==> src/rtl/tmr3_pkg.sv <==
package tmr3_pkg;
  localparam int unsigned PRE_W        = 10;
  localparam int unsigned CODE_W       = 3;
  localparam logic [2:0]  MAX_CODE     = 3'd4;
  localparam int unsigned CTRL_IE_BIT  = 5;
  localparam int unsigned CTRL_UF_BIT  = 8;

  // all-ones mask of log2(ratio) bits: ratio = 4 << (2*code)
  function automatic logic [PRE_W-1:0] div_mask(input logic [CODE_W-1:0] code);
    logic [31:0] w;
    w = (32'd4 << {code, 1'b0}) - 32'd1;
    return w[PRE_W-1:0];
  endfunction
endpackage

==> src/rtl/tmr3_prescale.sv <==
module tmr3_prescale
  import tmr3_pkg::*;
(
  input  logic              clk_i,
  input  logic              rst_ni,
  input  logic              run_i,
  input  logic              pclk_en_i,
  input  logic              clr_i,
  input  logic [CODE_W-1:0] code_i,
  output logic              tick_o
);
  logic [PRE_W-1:0] phase_q;
  logic [PRE_W-1:0] mask;
  logic             code_ok;

  assign mask    = div_mask(code_i);
  assign code_ok = (code_i <= MAX_CODE);
  assign tick_o  = run_i & pclk_en_i & code_ok & ((phase_q & mask) == mask);

  always_ff @(posedge clk_i or negedge rst_ni) begin
    if (!rst_ni)                 phase_q <= '0;
    else if (clr_i)              phase_q <= '0;
    else if (run_i && pclk_en_i) phase_q <= phase_q + 1'b1;
  end

  AST_PHASE_CLR: assert property (@(posedge clk_i) disable iff (!rst_ni)
    clr_i |=> phase_q == '0);
  AST_PHASE_HOLD: assert property (@(posedge clk_i) disable iff (!rst_ni)
    (!clr_i && !(run_i && pclk_en_i)) |=> $stable(phase_q));
endmodule

==> src/rtl/tmr3_channel.sv <==
module tmr3_channel
  import tmr3_pkg::*;
#(
  parameter int unsigned DW = 32
) (
  input  logic          clk_i,
  input  logic          rst_ni,
  input  logic          run_i,
  input  logic          pclk_en_i,
  input  logic          rld_wr_i,
  input  logic          cnt_wr_i,
  input  logic          ctl_wr_i,
  input  logic [DW-1:0] wdata_i,
  output logic [DW-1:0] rld_o,
  output logic [DW-1:0] cnt_o,
  output logic [DW-1:0] ctl_o,
  output logic          irq_o
);
  logic [DW-1:0]     rld_q, cnt_q;
  logic [CODE_W-1:0] code_q;
  logic              ie_q, uf_q;
  logic              tick, cnt_zero, uf_set;

  tmr3_prescale u_pre (
    .clk_i    (clk_i),
    .rst_ni   (rst_ni),
    .run_i    (run_i),
    .pclk_en_i(pclk_en_i),
    .clr_i    (cnt_wr_i),
    .code_i   (code_q),
    .tick_o   (tick)
  );

  assign cnt_zero = (cnt_q == '0);
  assign uf_set   = tick & cnt_zero & ~cnt_wr_i;

  always_ff @(posedge clk_i or negedge rst_ni) begin
    if (!rst_ni) begin
      rld_q  <= '0;
      cnt_q  <= '0;
      code_q <= '0;
      ie_q   <= 1'b0;
      uf_q   <= 1'b0;
    end else begin
      if (rld_wr_i) rld_q <= wdata_i;
      if (cnt_wr_i)  cnt_q <= wdata_i;
      else if (tick) cnt_q <= cnt_zero ? rld_q : cnt_q - 1'b1;
      if (ctl_wr_i) begin
        code_q <= wdata_i[CODE_W-1:0];
        ie_q   <= wdata_i[CTRL_IE_BIT];
        uf_q   <= (uf_q & wdata_i[CTRL_UF_BIT]) | uf_set;  // write 0 clears, set wins
      end else begin
        uf_q   <= uf_q | uf_set;
      end
    end
  end

  always_comb begin
    ctl_o              = '0;
    ctl_o[CODE_W-1:0]  = code_q;
    ctl_o[CTRL_IE_BIT] = ie_q;
    ctl_o[CTRL_UF_BIT] = uf_q;
  end

  assign rld_o = rld_q;
  assign cnt_o = cnt_q;
  assign irq_o = uf_q & ie_q;

  AST_STOP_HOLD: assert property (@(posedge clk_i) disable iff (!rst_ni)
    (!run_i && !cnt_wr_i) |=> $stable(cnt_q));
  AST_RSVD_FREEZE: assert property (@(posedge clk_i) disable iff (!rst_ni)
    (code_q > MAX_CODE && !cnt_wr_i) |=> $stable(cnt_q));
  AST_DEC_ONE: assert property (@(posedge clk_i) disable iff (!rst_ni)
    (tick && !cnt_zero && !cnt_wr_i) |=> cnt_q == $past(cnt_q) - 1'b1);
  AST_RELOAD: assert property (@(posedge clk_i) disable iff (!rst_ni)
    (tick && cnt_zero && !cnt_wr_i) |=> (cnt_q == $past(rld_q)) && uf_q);
  AST_UF_STICKY: assert property (@(posedge clk_i) disable iff (!rst_ni)
    (uf_q && !(ctl_wr_i && !wdata_i[CTRL_UF_BIT])) |=> uf_q);
  AST_UF_CLEAR: assert property (@(posedge clk_i) disable iff (!rst_ni)
    (ctl_wr_i && !wdata_i[CTRL_UF_BIT] && !uf_set) |=> !uf_q);
endmodule

==> src/rtl/tmr3_regif.sv <==
module tmr3_regif #(
  parameter int unsigned N_CH   = 3,
  parameter int unsigned DW     = 32,
  parameter int unsigned ADDR_W = 4
) (
  input  logic                     clk_i,
  input  logic                     rst_ni,
  input  logic                     wr_en_i,
  input  logic [ADDR_W-1:0]        addr_i,
  input  logic [DW-1:0]            wdata_i,
  input  logic [N_CH-1:0][DW-1:0]  rld_i,
  input  logic [N_CH-1:0][DW-1:0]  cnt_i,
  input  logic [N_CH-1:0][DW-1:0]  ctl_i,
  output logic [N_CH-1:0]          run_o,
  output logic [N_CH-1:0]          rld_wr_o,
  output logic [N_CH-1:0]          cnt_wr_o,
  output logic [N_CH-1:0]          ctl_wr_o,
  output logic [DW-1:0]            rdata_o
);
  localparam int unsigned REGS_PER_CH = 3;
  localparam int unsigned N_REGS      = 1 + REGS_PER_CH * N_CH;

  logic [N_CH-1:0] start_q;
  logic            start_sel;

  assign start_sel = (addr_i == '0);

  always_ff @(posedge clk_i or negedge rst_ni) begin
    if (!rst_ni)                     start_q <= '0;
    else if (wr_en_i && start_sel)   start_q <= wdata_i[N_CH-1:0];
  end
  assign run_o = start_q;

  for (genvar g = 0; g < N_CH; g++) begin : g_dec
    localparam logic [ADDR_W-1:0] BASE = ADDR_W'(1 + REGS_PER_CH * g);
    assign rld_wr_o[g] = wr_en_i && (addr_i == BASE);
    assign cnt_wr_o[g] = wr_en_i && (addr_i == BASE + 1'b1);
    assign ctl_wr_o[g] = wr_en_i && (addr_i == BASE + 2'd2);
  end

  always_comb begin
    rdata_o = '0;
    if (start_sel) rdata_o[N_CH-1:0] = start_q;
    for (int i = 0; i < N_CH; i++) begin
      if (addr_i == ADDR_W'(1 + REGS_PER_CH * i)) rdata_o = rld_i[i];
      if (addr_i == ADDR_W'(2 + REGS_PER_CH * i)) rdata_o = cnt_i[i];
      if (addr_i == ADDR_W'(3 + REGS_PER_CH * i)) rdata_o = ctl_i[i];
    end
  end

  initial begin
    AST_MAP_FITS: assert (N_REGS <= (1 << ADDR_W));
  end

  AST_START_LOAD: assert property (@(posedge clk_i) disable iff (!rst_ni)
    (wr_en_i && start_sel) |=> start_q == $past(wdata_i[N_CH-1:0]));
  AST_ONE_STROBE: assert property (@(posedge clk_i) disable iff (!rst_ni)
    $onehot0({rld_wr_o, cnt_wr_o, ctl_wr_o}));
endmodule

==> src/rtl/tmr3_top.sv <==
module tmr3_top #(
  parameter int unsigned N_CH   = 3,
  parameter int unsigned DW     = 32,
  parameter int unsigned ADDR_W = 4
) (
  input  logic              clk_i,
  input  logic              rst_ni,
  input  logic              pclk_en_i,
  input  logic              wr_en_i,
  input  logic [ADDR_W-1:0] addr_i,
  input  logic [DW-1:0]     wdata_i,
  output logic [DW-1:0]     rdata_o,
  output logic [N_CH-1:0]   irq_o
);
  logic [N_CH-1:0][DW-1:0] rld, cnt, ctl;
  logic [N_CH-1:0]         run, rld_wr, cnt_wr, ctl_wr;

  tmr3_regif #(.N_CH(N_CH), .DW(DW), .ADDR_W(ADDR_W)) u_regif (
    .clk_i   (clk_i),
    .rst_ni  (rst_ni),
    .wr_en_i (wr_en_i),
    .addr_i  (addr_i),
    .wdata_i (wdata_i),
    .rld_i   (rld),
    .cnt_i   (cnt),
    .ctl_i   (ctl),
    .run_o   (run),
    .rld_wr_o(rld_wr),
    .cnt_wr_o(cnt_wr),
    .ctl_wr_o(ctl_wr),
    .rdata_o (rdata_o)
  );

  for (genvar g = 0; g < N_CH; g++) begin : g_ch
    tmr3_channel #(.DW(DW)) u_ch (
      .clk_i    (clk_i),
      .rst_ni   (rst_ni),
      .run_i    (run[g]),
      .pclk_en_i(pclk_en_i),
      .rld_wr_i (rld_wr[g]),
      .cnt_wr_i (cnt_wr[g]),
      .ctl_wr_i (ctl_wr[g]),
      .wdata_i  (wdata_i),
      .rld_o    (rld[g]),
      .cnt_o    (cnt[g]),
      .ctl_o    (ctl[g]),
      .irq_o    (irq_o[g])
    );
  end

  AST_IRQ_NEEDS_FLAG: assert property (@(posedge clk_i) disable iff (!rst_ni)
    $rose(irq_o[0]) |-> ctl[0][8] && ctl[0][5]);
endmodule

==> config.mk <==
export PLATFORM = sky130hd
export DESIGN_NAME = tmr3_top
export DESIGN_NICKNAME = d
export VERILOG_FILES = /design/src/rtl/tmr3_pkg.sv /design/src/rtl/tmr3_prescale.sv /design/src/rtl/tmr3_channel.sv /design/src/rtl/tmr3_regif.sv /design/src/rtl/tmr3_top.sv
export SDC_FILE = /design/constraint.sdc
export NUM_CORES = 1
export LEC_CHECK = 0
export BUFFER_PORTS_ARGS = -buffer_cell sky130_fd_sc_hd__buf_2
export CAP_MARGIN = 40
export CORE_ASPECT_RATIO = 1.5
export CORE_UTILIZATION = 45
export CTS_CLUSTER_SIZE = 12
export DETAILED_ROUTE_END_ITERATION = 16
export HOLD_SLACK_MARGIN = 0.1
export SYNTH_ARGS = -nofsm -noshare
export SYNTH_HDL_FRONTEND = slang
export SYNTH_SLANG_ARGS = --single-unit
==> constraint.sdc <==
create_clock -name clk_i -period 7 [get_ports clk_i]
set_input_delay 1.05 -clock clk_i [delete_from_list [all_inputs] [get_ports clk_i]]
set_output_delay 1.05 -clock clk_i [all_outputs]
set_load 0.01 [all_outputs]
======== After elaboration in Yosys (flattened, before gate mapping) ========
Cells that the tools add are included.
storage, ports and cells
  register bits ........................... 240
  bits of input ports ..................... 40
  output and inout port bits .............. 35
  logic and storage cells ................. 130
operators by class
  $add $sub $neg .......................... 9
  $lt $le $gt $ge ......................... 3
  equal/unequal tests ..................... 12
  shifts and indexed selects .............. 3
  multiplexer cells ....................... 28
  bitwise gates (word level) .............. 33
  reduce and logical (&&, ||, !) cells .... 23
operators by type and width
  kind                                                                    count
  32-bit 2-to-1 mux                                                       18
  32-bit zero test                                                        3
  32-bit by 1-bit subtractor with 32-bit output (second input constant)   3
  10-bit 2-to-1 mux                                                       6
  10-bit by 1-bit adder with 10-bit output (second input constant)        3
  10-bit AND                                                              3
  10-bit equality test                                                    3
  3-bit by 4-bit left shift with 10-bit output (first input constant)     3
  10-bit by 1-bit subtractor with 10-bit output (second input constant)   3
  1-bit AND                                                               21
  4-bit by 3-bit equality test with 1-bit output (second input constant)  4
  1-bit logical AND                                                       13
  2-bit nonzero test                                                      6
  3-bit <= comparator (second input constant)                             3
  4-bit by 2-bit equality test with 1-bit output (second input constant)  2
  4-bit equality test (second input constant)                             2
  1-bit bitwise OR                                                        6
  4-bit by 1-bit equality test with 1-bit output (second input constant)  1
  4-bit zero test                                                         1
  1-bit 2-to-1 mux                                                        3
  3-bit 2-to-1 mux                                                        1
  1-bit inverter                                                          3

======== Longest topological paths before layout ========
Gate-level depths: netlist of run 1.
  depth after elaboration ................. 11
  mapped depth ............................ 10
  mapped depth without buffers ............ 8

======== Hierarchy ========
A second synthesis of run 1 with hierarchy kept.
second synthesis, totals
  cell total of the unflattened synthesis .. 1851
  area, all modules ....................... 17174.0 um2
by module, submodules not included
  module                                  instances  cells each  area an instance (um2)  seq. area each (um2)
  tmr3_channel                            3          410         4101.4                  1726.7
  tmr3_regif                              1          430         3076.7                  75.1
  tmr3_prescale (g_ch[1].u_ch.u_pre ...)  2          63          601.8                   250.2
  tmr3_prescale (g_ch[0].u_ch.u_pre)      1          65          589.3                   250.2

======== Worst setup path before layout of run 1 ========
No wires, ideal clock.
  path type ............................... input -> output
  start ................................... input port addr_i[2]
  end ..................................... output port rdata_o[8]
  data arrival time ....................... 2.489 ns
  data required time ...................... 5.950 ns
  slack ................................... 3.461 ns
  cell stages on the path ................. 7
  path buffers ............................ 3
  path through ............................ clkbuf_1 nand3b_1 nor2_1 clkbuf_1 clkbuf_1 nand2_1 a21oi_1
on the way
  word-level cells in the longest chain between the ends .. 10
  elaborated cells between the ends (all ways) .. 18
  classes of those cells .................. eq/ne: 9; mux: 9
ends and longest elaborated chain
  what                                            line              source
  start, declared                                 tmr3_top.sv:10    input logic [ADDR_W-1:0] addr_i,
  4-bit by 1-bit equality test with 1-bit output  tmr3_regif.sv:45  if (addr_i == ADDR_W'(1 + REGS_PER_CH * i)) rdata_o = rld_i[i];
  32-bit 2-to-1 mux                               tmr3_regif.sv:45
  32-bit 2-to-1 mux                               tmr3_regif.sv:46  if (addr_i == ADDR_W'(2 + REGS_PER_CH * i)) rdata_o = cnt_i[i];
  32-bit 2-to-1 mux                               tmr3_regif.sv:47  if (addr_i == ADDR_W'(3 + REGS_PER_CH * i)) rdata_o = ctl_i[i];
  32-bit 2-to-1 mux                               tmr3_regif.sv:45
  32-bit 2-to-1 mux                               tmr3_regif.sv:46
  32-bit 2-to-1 mux                               tmr3_regif.sv:47
  32-bit 2-to-1 mux                               tmr3_regif.sv:45
  32-bit 2-to-1 mux                               tmr3_regif.sv:46
  32-bit 2-to-1 mux (*)                           tmr3_regif.sv:47
  end, declared                                   tmr3_top.sv:12    output logic [DW-1:0] rdata_o,
Every way passes the cells marked *; elsewhere a longest branch is shown, timed or not.

======== Worst setup path in the final report of run 1 ========
  start ................................... input port addr_i[0]
  end ..................................... output port rdata_o[14]
Same word-level chain as after synthesis.

==> flow_summary.toml, run 1 <==
[die]
die-width_um = 147
die_h_um = 220
core-area_um2 = 31000
start_util = 0.458
io_pins = 75
rows = 79
die-area_um2 = 32300

[critical_path]
start_kind = "input pin"
crit_path_start = "addr_i[0]"
required_ns = 5.95
r2r_start = "g_ch[2].u_ch.cnt_o[4]$_DFFE_PN0P_"
reg2reg_depth = 7
r2r-end = "g_ch[2].u_ch.cnt_o[30]$_DFFE_PN0P_"
worstPathArrival_ns = 2.96
critPathKind = "in -> out"
end_kind = "output port"
rrSetupSlack_ns = 3.59
cp_max_fo = 29

[synthesis]
syn_area_um2 = 14200
synth_mux_area_frac = 0.112
synth.largest_area_cell = "dfrtp_1"
postSynthCellCount = 1534
ys_async_sr_fraction = 1.00
synth-xor-area-share = 0.0358
synth_compound_area_frac = 0.199
synth_flop_cell = "dfrtp_1"
yosys.area_share.simple = 0.185
syn_avg_cell_area_um2 = 9.26
synth_top_family_by_area = "compound AO/OA/AOI/OAI gates"
synthMostInstantiatedCell = "dfrtp_1"
ys_seq_area_frac = 0.423
synth_enable_flop_cells = 0
synth_cell_types = 74
synthAdderAreaFrac = 0.00793
ys_warn_count = 0
yosysTopAreaCellShare = 0.423
ys_seq_elements = 240
synth_fp_nets = 1583
synthTopCellsByArea = "dfrtp_1 (42%), mux2_2 (9.4%), nor2_1 (4.6%)"
synth_common_cells = "dfrtp_1 (240), nor2_1 (175), nand2_1 (140), mux2_2 (118), a21oi_1 (102)"

[sta]
hold_viol = 0
fmax_mhz = 250
rsz0062_at_grt = "false"
max_slew.worst_pin.slew_ns = 0.935
maxSlewHeadroom = 0.371
finalCriticalPeriod_ns = 4.01
period_share = 0.572
slew_violations = 0
setup_tns_ns = 0
hold_slack_ns = 0.515
clock_skew_ns = 0.0126
setup_viol = 0

[cells_and_area]
drive_gt1_frac = 0.192
syn2layout_area_growth_pct = 11.1
fin_cells = 1975
n_fill_cell = 2946
fin_nets = 1606
n_antenna_cell = 0

[placed_design]
portBuffers = 74
gp_congestion = 0.958
dpl.hpwl_um = 36700
placedCellCount = 1933

[clock_network]
cts_tree = "done"
cts_setup_buffers = 0
clkTransAtPathRegs_ns = 0.06
clockBufferDepth = 3
clock_latency_ns = 0.55
clock-sinks = 240
hold_buffers = 0
cts_buffers = 27
h-tree-depth = 1
clockRootBuffer = "clkbuf_16"
cts_resized = 0

[global_routing]
grt_pass1_wl_um = 79400
grt_pass1_vias = 12808
overflow = 0
grt_start_max_net_pins = 113
track_usage = 0.327
grt_antenna_before_repair = 0

[drt]
vias = 12994
drt_pre_antenna_iters = 10
drt_iter0_markers = 1291
routed_wl_um = 52100
wl_per_cell_um = 26.4
ant_nets = 0
viasPerCell = 6.58
drc_errors = 0

[status]
status = "finished, final reports clean"

[pwr]
power_density_nw_per_um2 = 309
finalPower_mw = 4.87
ir_drop_uv = 185
p_leak_nw = 6.57

[flow_run]
maxCapViolCount = 0

[hold_path]
hold_class = "in -> async"
-- cells in the final DEF (no fill, tap or decap), drive strengths merged, types with 18 or more instances in the layout --
cell,n
nor2,176
o22ai,18
clkbuf,34
a222oi,55
o21ai,85
nand2,140
nand3,51
xor2,30
xnor2,28
o211ai,24
a2bb2oi,21
a21oi,105
buf,106
mux2,118
nor3,43
inv,19
nor4,32
mux2i,24
dfrtp,240
-- flip-flops by register name (all words and copies together), names as in the netlist --
register / count
u_regif.run_o: 3
g_ch.u_ch.uf_q: 3
g_ch.u_ch.rld_o: 96
g_ch.u_ch.ie_q: 3
g_ch.u_ch.cnt_o: 96
g_ch.u_ch.code_q: 9
g_ch.u_ch.u_pre.phase_q: 30
-- power by group --
part           total [mW]  internal (mW)  switching, mW
clock                1.33          0.746          0.580
sequential           2.42           1.75          0.670
combinational        1.13          0.551          0.574
-- final cells by class --
cell class / count / area (um^2) / share of cell area
clock buffers: 34 / 752 / 0.0476
well taps: 405 / 507 / 0.0321
clock inverters: 8 / 40.0 / 0.00254
repair buffers: 106 / 708 / 0.0449
multi-input cells: 1163 / 7700 / 0.488
inverters: 19 / 71.3 / 0.00452
flip-flops and latches: 240 / 6010 / 0.380
-- metal layers --
layer / GRT usage / up-vias / share of wire
li1: - / 5776 / -
met1: 0.374 / 6420 / 0.36
met2: 0.548 / 617 / 0.48
met3: 0.0352 / 181 / 0.060
met4: 0.277 / 0 / 0.095
met5: 0 / - / 0
-- kinds of logic (layout without fill, tap and decap cells) --
| kind of cell | after synthesis | after routing |
|---|---|---|
| flops | 240 | 240 |
| mux | 143 | 143 |
| compound gates | 409 | 409 |
| fa+ha+maj | 9 | 9 |
| simple gates | 544 | 544 |
| buf+inv | 131 | 167 |
| xor+xnor | 58 | 58 |
-- worst max path at each step --
stage | endpoint | slack, ns | cells past startpoint
floorplan | rdata_o[8] | 3.46 | 7
global placement | g_ch[1].u_ch.cnt_o[25]$_DFFE_PN0P_ | 2.92 | 7
detailed placement | rdata_o[11] | 3.08 | 7
CTS | rdata_o[12] | 3.08 | 7
global route | rdata_o[14] | 2.91 | 7
finish | rdata_o[14] | 2.99 | 7
-- critical path, stage by stage --
cell and delay, ns:
buf_2 0.43, inv_1 0.16, and3_1 0.20, buf_4 0.27
a222oi_1 0.45, nand2_1 0.20, buf_2 0.19
-- stage by stage --
step	util	setup WS (ns)	area, um^2
after global routing	0.509	2.91	15800
after floorplan	-	3.46	14200
after global placement	0.478	2.92	14800
after detailed placement	0.483	3.08	15000
final	0.509	2.99	15800
after CTS	0.509	3.08	15800
Note: power is estimated with default switching activity, not from simulation.
==> run 2: changes to the inputs <==
- ABC_AREA: default -> 1
- clock period: 7 -> 4.2 ns (I/O delays scaled with it)
==> run 2 against run 1 <==
Core utilization rose by 0.26 points. Via count rose by 28%. Critical path depth rose by 2. Non-clock buffer count fell by 10. Worst setup slack got worse by 2.0 ns. Count of clock-buffer cells in the layout rose by 1. Final cell count rose by 53%. Highest routed layer unchanged. Die area rose by 12%. Area after synthesis rose by 12%. Largest power group unchanged. Global-route usage rose by 2.0 points.
==> flow_summary.toml, run 2 <==
[die]
core-area_um2 = 34500
start_util = 0.460
rows = 83
die_h_um = 232
die-width_um = 155
io_pins = 75
die-area_um2 = 36000

[sta]
max_slew.worst_pin.slew_ns = 0.905
slew_violations = 0
setup_viol = 0
finalCriticalPeriod_ns = 3.21
hold_slack_ns = 0.333
period_share = 0.765
setup_tns_ns = 0
rsz0062_at_grt = "false"
hold_viol = 0
maxSlewHeadroom = 0.392
clock_skew_ns = 0.0394
fmax_mhz = 311

[critical_path]
cp_max_fo = 23
critPathKind = "in -> out"
r2r-end = "g_ch[2].u_ch.cnt_o[30]$_DFFE_PN0P_"
r2r_start = "g_ch[2].u_ch.cnt_o[0]$_DFFE_PN0P_"
required_ns = 3.57
cp_slowest_stage_delay_ns = 0.51
worstPathArrival_ns = 2.58
rrSetupSlack_ns = 1.63
end_kind = "output port"
crit_top_cell = "buf_2"
cpMaxStageDelayCell = "inv_1"
reg2reg_depth = 13
cp_cell_sequence = "buf_2 > inv_2 > nand2_4 > nor2_2 > inv_1 > o22ai_1 > a21oi_1 > o2111ai_1 > buf_2"
start_kind = "input pin"

[synthesis]
synth_compound_area_frac = 0.122
synth_fp_nets = 2552
synth_enable_flop_cells = 0
synth.largest_area_cell = "dfrtp_1"
synth_top_family_by_area = "simple AND/OR/NAND/NOR gates"
yosysTopAreaCellShare = 0.378
ys_warn_count = 0
synthMostInstantiatedCell = "nand2_1"
ys_seq_area_frac = 0.378
syn_avg_cell_area_um2 = 6.34
synth_mux_area_frac = 0.000709
syn_area_um2 = 15900
synth-xor-area-share = 0.0132
synthAdderAreaFrac = 0.00709
ys_seq_elements = 240
ys_async_sr_fraction = 1.00
yosys.area_share.simple = 0.374
postSynthCellCount = 2503
synth_common_cells = "nand2_1 (889), inv_1 (328), nor2_1 (298), dfrtp_1 (240), o21ai_0 (219)"
synthTopCellsByArea = "dfrtp_1 (38%), nand2_1 (21%), inv_1 (7.8%)"
synth_flop_cell = "dfrtp_1"
synth_cell_types = 40

[drt]
wl_per_cell_um = 20.4
drc_errors = 0
drt_pre_antenna_iters = 5
ant_nets = 0
viasPerCell = 5.48
routed_wl_um = 61800
drt_iter0_markers = 1560
vias = 16600

[global_routing]
track_usage = 0.347
grt_antenna_before_repair = 1
overflow = 0
grt_pass1_wl_um = 93600
grt_pass1_vias = 15586
grt_start_max_net_pins = 108

[hold_path]
whs_path_depth = 3
hp-start = "wdata_i[4]"
hold_class = "in -> reg"
hold_end = "g_ch[1].u_ch.cnt_o[4]$_DFFE_PN0P_"

[placed_design]
dpl.hpwl_um = 47900
portBuffers = 74
gp_congestion = 0.959

[pwr]
power_density_nw_per_um2 = 580
clkPwrFrac = 0.242
p_switching_mw = 4.59
p_leak_nw = 9.06
comb_power_share = 0.377
p_seq_frac = 0.381
internal_power_mw = 5.63
switching_share = 0.449
ir_drop_uv = 400

[cells_and_area]
layout_common_cells = "nand2_1 (887), inv_1 (328), nor2_1 (298)"
fin_nets = 2596
drive_gt1_frac = 0.0686
n_antenna_cell = 0
syn2layout_area_growth_pct = 11.0
mostFrequentLayoutCell = "nand2_1"

[clock_network]
clock-sinks = 240
cts_setup_buffers = 0
clockBufferDepth = 3
h-tree-depth = 1
cts_resized = 0
cts_buffers = 28
clock_latency_ns = 0.59
hold_buffers = 1
clockRootBuffer = "clkbuf_16"
cts_tree = "done"
clkTransAtPathRegs_ns = 0.06

[status]
status = "finished, final reports clean"

[flow_run]
maxCapViolCount = 0
[run 2: power groups by stage]
stage	combinational, mW	sequential, mW	clock, mW
after floorplan	2.64	3.57	0
after global placement	3.75	3.90	0
after detailed placement	3.79	3.90	0
after CTS	3.81	3.87	2.52
after global routing	4.32	3.99	2.58
final	3.85	3.90	2.47
[run 2: worst max-delay path by stage]
stage                       end  slack [ns]       from
global placement    rdata_o[22]        1.06  addr_i[1]
detailed placement  rdata_o[22]        1.02  addr_i[1]
CTS                 rdata_o[22]        1.02  addr_i[1]
floorplan           rdata_o[11]        1.85  addr_i[0]
global route        rdata_o[13]        0.87  addr_i[1]
finish              rdata_o[22]        0.99  addr_i[1]
[run 2: cells by family after synthesis]
logic type / after synthesis
fa+ha+maj: 9
simple gates: 1456
mux: 1
flops: 240
compound gates: 353
xor+xnor: 24
buf+inv: 420
[run 2: stage by stage]
stage / cell area (um^2) / util / worst slack, ns / std cells / power (mW)
after global placement: 16600 / 0.481 / 1.06 / 2977 / 7.65
after global routing: 17600 / 0.511 / 0.875 / 3031 / 10.9
after CTS: 17600 / 0.511 / 1.02 / 3031 / 10.2
after detailed placement: 16700 / 0.485 / 1.02 / 2983 / 7.69
final: 17600 / 0.511 / 0.985 / 3031 / 10.2
after floorplan: 15900 / - / 1.85 / 2503 / 6.22
[run 2: layout make-up]
cell class	count	area, um^2
timing repair buffer	96	653
clock buffer	35	767
sequential	240	6010
tap	467	584
clock inverter	12	139
fill	3698	16900
multi-input combinational	1843	8210
inverter	338	1270
[run 2: worst max-delay path, delay by kind of cell]
family	cells	cell delay, ns
AO/OA/AOI/OAI	3	0.51
AND/OR/NAND/NOR	2	0.46
buffers and inverters	4	0.97
[run 2: layer usage]
metal,up-vias,track usage,wire (um),share of wire
met1,7892,0.455,25500,0.41
met5,-,0,0,0
li1,7974,-,-,-
met2,622,0.575,29300,0.47
met4,0,0.140,2460,0.040
met3,112,0.0476,4520,0.073
==> run 3: changes to the inputs <==
- ABC_AREA: 1 -> 0
- clock period: 4.2 -> 2.9 ns (I/O delays scaled with it)
==> run 3 against run 2 <==
Highest routed layer unchanged. Total power is 19% higher. First-iteration DRC count rose by 3.2%. Register-to-register slack worse by 1.4 ns.
==> flow_summary.toml, run 3 (synthesis results as in run 1) <==
[global_routing]
grt_start_max_net_pins = 77
grt_antenna_before_repair = 1
grt_pass1_wl_um = 80800
track_usage = 0.334
overflow = 0
grt_pass1_vias = 13166

[placed_design]
dpl.hpwl_um = 38400
portBuffers = 74
placedCellCount = 1989
gp_congestion = 1.01

[cells_and_area]
syn2layout_area_growth_pct = 15.0
mostFrequentLayoutCell = "dfrtp_1"
final_util = 0.526
layout_common_cells = "dfrtp_1 (240), nor2_1 (173), nand2_1 (140)"
n_fill_cell = 2928
n_antenna_cell = 0
drive_gt1_frac = 0.220
fin_nets = 1663
fin_cells = 2038

[pwr]
ir_drop_uv = 538
finalPower_mw = 12.1
p_leak_nw = 6.87
power_density_nw_per_um2 = 742

[critical_path]
critPathKind = "reg -> reg"
end_kind = "flip-flop"
start_kind = "flip-flop"
required_ns = 3.34
cp_cell_sequence = "or4_1 > or4_4 > or3_1 > buf_4 > o211ai_1 > a21oi_1 > a211o_1"
path_buf_inv = 1
crit_family = "simple AND/OR/NAND/NOR gates"
cp_max_fo = 25
cpMaxStageDelayCell = "or4_1"
cp_slowest_stage_delay_ns = 0.57
worstPathArrival_ns = 3.15

[status]
status = "finished, final reports clean"

[flow_run]
maxCapViolCount = 0

[sta]
finalCriticalPeriod_ns = 2.71
maxSlewHeadroom = 0.523
fmax_mhz = 369
period_share = 0.935
hold_viol = 0
setup_viol = 0
setup_tns_ns = 0
max_slew.worst_pin.slew_ns = 0.715
slew_violations = 0
rsz0062_at_grt = "false"
clock_skew_ns = 0.0127

[clock_network]
clock-sinks = 240
clock_latency_ns = 0.55
clkTransAtPathRegs_ns = 0.06
cts_buffers = 27
h-tree-depth = 1
clockRootBuffer = "clkbuf_16"
cts_tree = "done"
clockBufferDepth = 3
cts_setup_buffers = 0

[die]
core-area_um2 = 31000
die-width_um = 147
io_pins = 75
die-area_um2 = 32300
start_util = 0.458
die_h_um = 220
rows = 79

[drt]
viasPerCell = 6.52
drt_iter0_markers = 1610
drc_errors = 0
drt_pre_antenna_iters = 10
wl_per_cell_um = 25.9
ant_nets = 0
routed_wl_um = 52800
vias = 13282

[hold_path]
hold_class = "in -> reg"
==> run 3: changes by cell type in the layout (fill, tap and decap cells not counted), moves of 24 or more <==
cell | previous run | this run
xnor2_1 | 3 | 28
mux2_2 | 1 | 118
nor4_1 | 0 | 29
inv_1 | 328 | 19
mux2i_1 | 0 | 24
buf_4 | 13 | 76
nand3_1 | 195 | 51
a222oi_1 | 0 | 55
o2111ai_1 | 27 | 2
o21ai_0 | 219 | 80
a21oi_1 | 63 | 101
nor2_1 | 298 | 173
nand2_1 | 887 | 140
==> run 3: timing repair <==
action                                 CTS  global route
gates resized for setup                  0             0
endpoints found under the hold margin   70             0
hold buffers                             1             0
==> run 3: worst paths after layout <==
check | cells past startpoint | start | slack [ns] | to
max | 7 | g_ch[2].u_ch.cnt_o[27]$_DFFE_PN0P_ | 0.19 | g_ch[2].u_ch.cnt_o[5]$_DFFE_PN0P_
min | 3 | wdata_i[28] | 0.21 | g_ch[1].u_ch.cnt_o[28]$_DFFE_PN0P_
max reg2reg | 7 | g_ch[2].u_ch.cnt_o[27]$_DFFE_PN0P_ | 0.19 | g_ch[2].u_ch.cnt_o[5]$_DFFE_PN0P_
min reg2reg | 1 | g_ch[1].u_ch.rld_o[5]$_DFFE_PN0P_ | 0.54 | g_ch[1].u_ch.rld_o[5]$_DFFE_PN0P_
max in group asynchronous | 3 | rst_ni | 1.54 | g_ch[2].u_ch.u_pre.phase_q[6]$_DFFE_PN0P_
min in group asynchronous | 2 | rst_ni | 0.45 | g_ch[0].u_ch.cnt_o[23]$_DFFE_PN0P_
==> run 3: per-stage QoR <==
step           hold WS [ns]  cell area (um^2)  worst slack (ns)
2_1_floorplan         0.139             14200             0.317
3_3_place_gp          0.483             15500             0.237
3_5_place_dp          0.475             15500             0.216
4_1_cts               0.193             16300             0.200
5_1_grt               0.219             16300            0.0563
6_report              0.209             16300             0.189
==> run 3: worst min-delay path, cell delays in order <==
cell and delay [ns]:
buf_2 0.16, nand2_1 0.07, o31ai_1 0.06
==> run 3: cell type report <==
cell class,instances,area (um^2),share of cell area
repair buffers,163,1200,0.0735
well taps,405,507,0.0310
clock inverters,7,41.3,0.00253
multi-input cells,1163,7700,0.471
flip-flops and latches,240,6010,0.368
clock buffers,41,808,0.0495
inverters,19,71.3,0.00437
==> run 3: power by group <==
part,internal (mW),leakage (nW),switching (mW)
clock network,1.91,0.421,1.44
registers,4.23,2.95,1.41
logic,1.50,3.49,1.62
total,7.64,6.87,4.48
==> run 3: layer usage <==
| layer | share of wire | routed length [um] | global-route usage |
|---|---|---|---|
| met5 | 0 | 0 | 0 |
| met3 | 0.061 | 3220 | 0.0364 |
| met2 | 0.49 | 25700 | 0.569 |
| met1 | 0.36 | 19000 | 0.378 |
| met4 | 0.094 | 4960 | 0.273 |
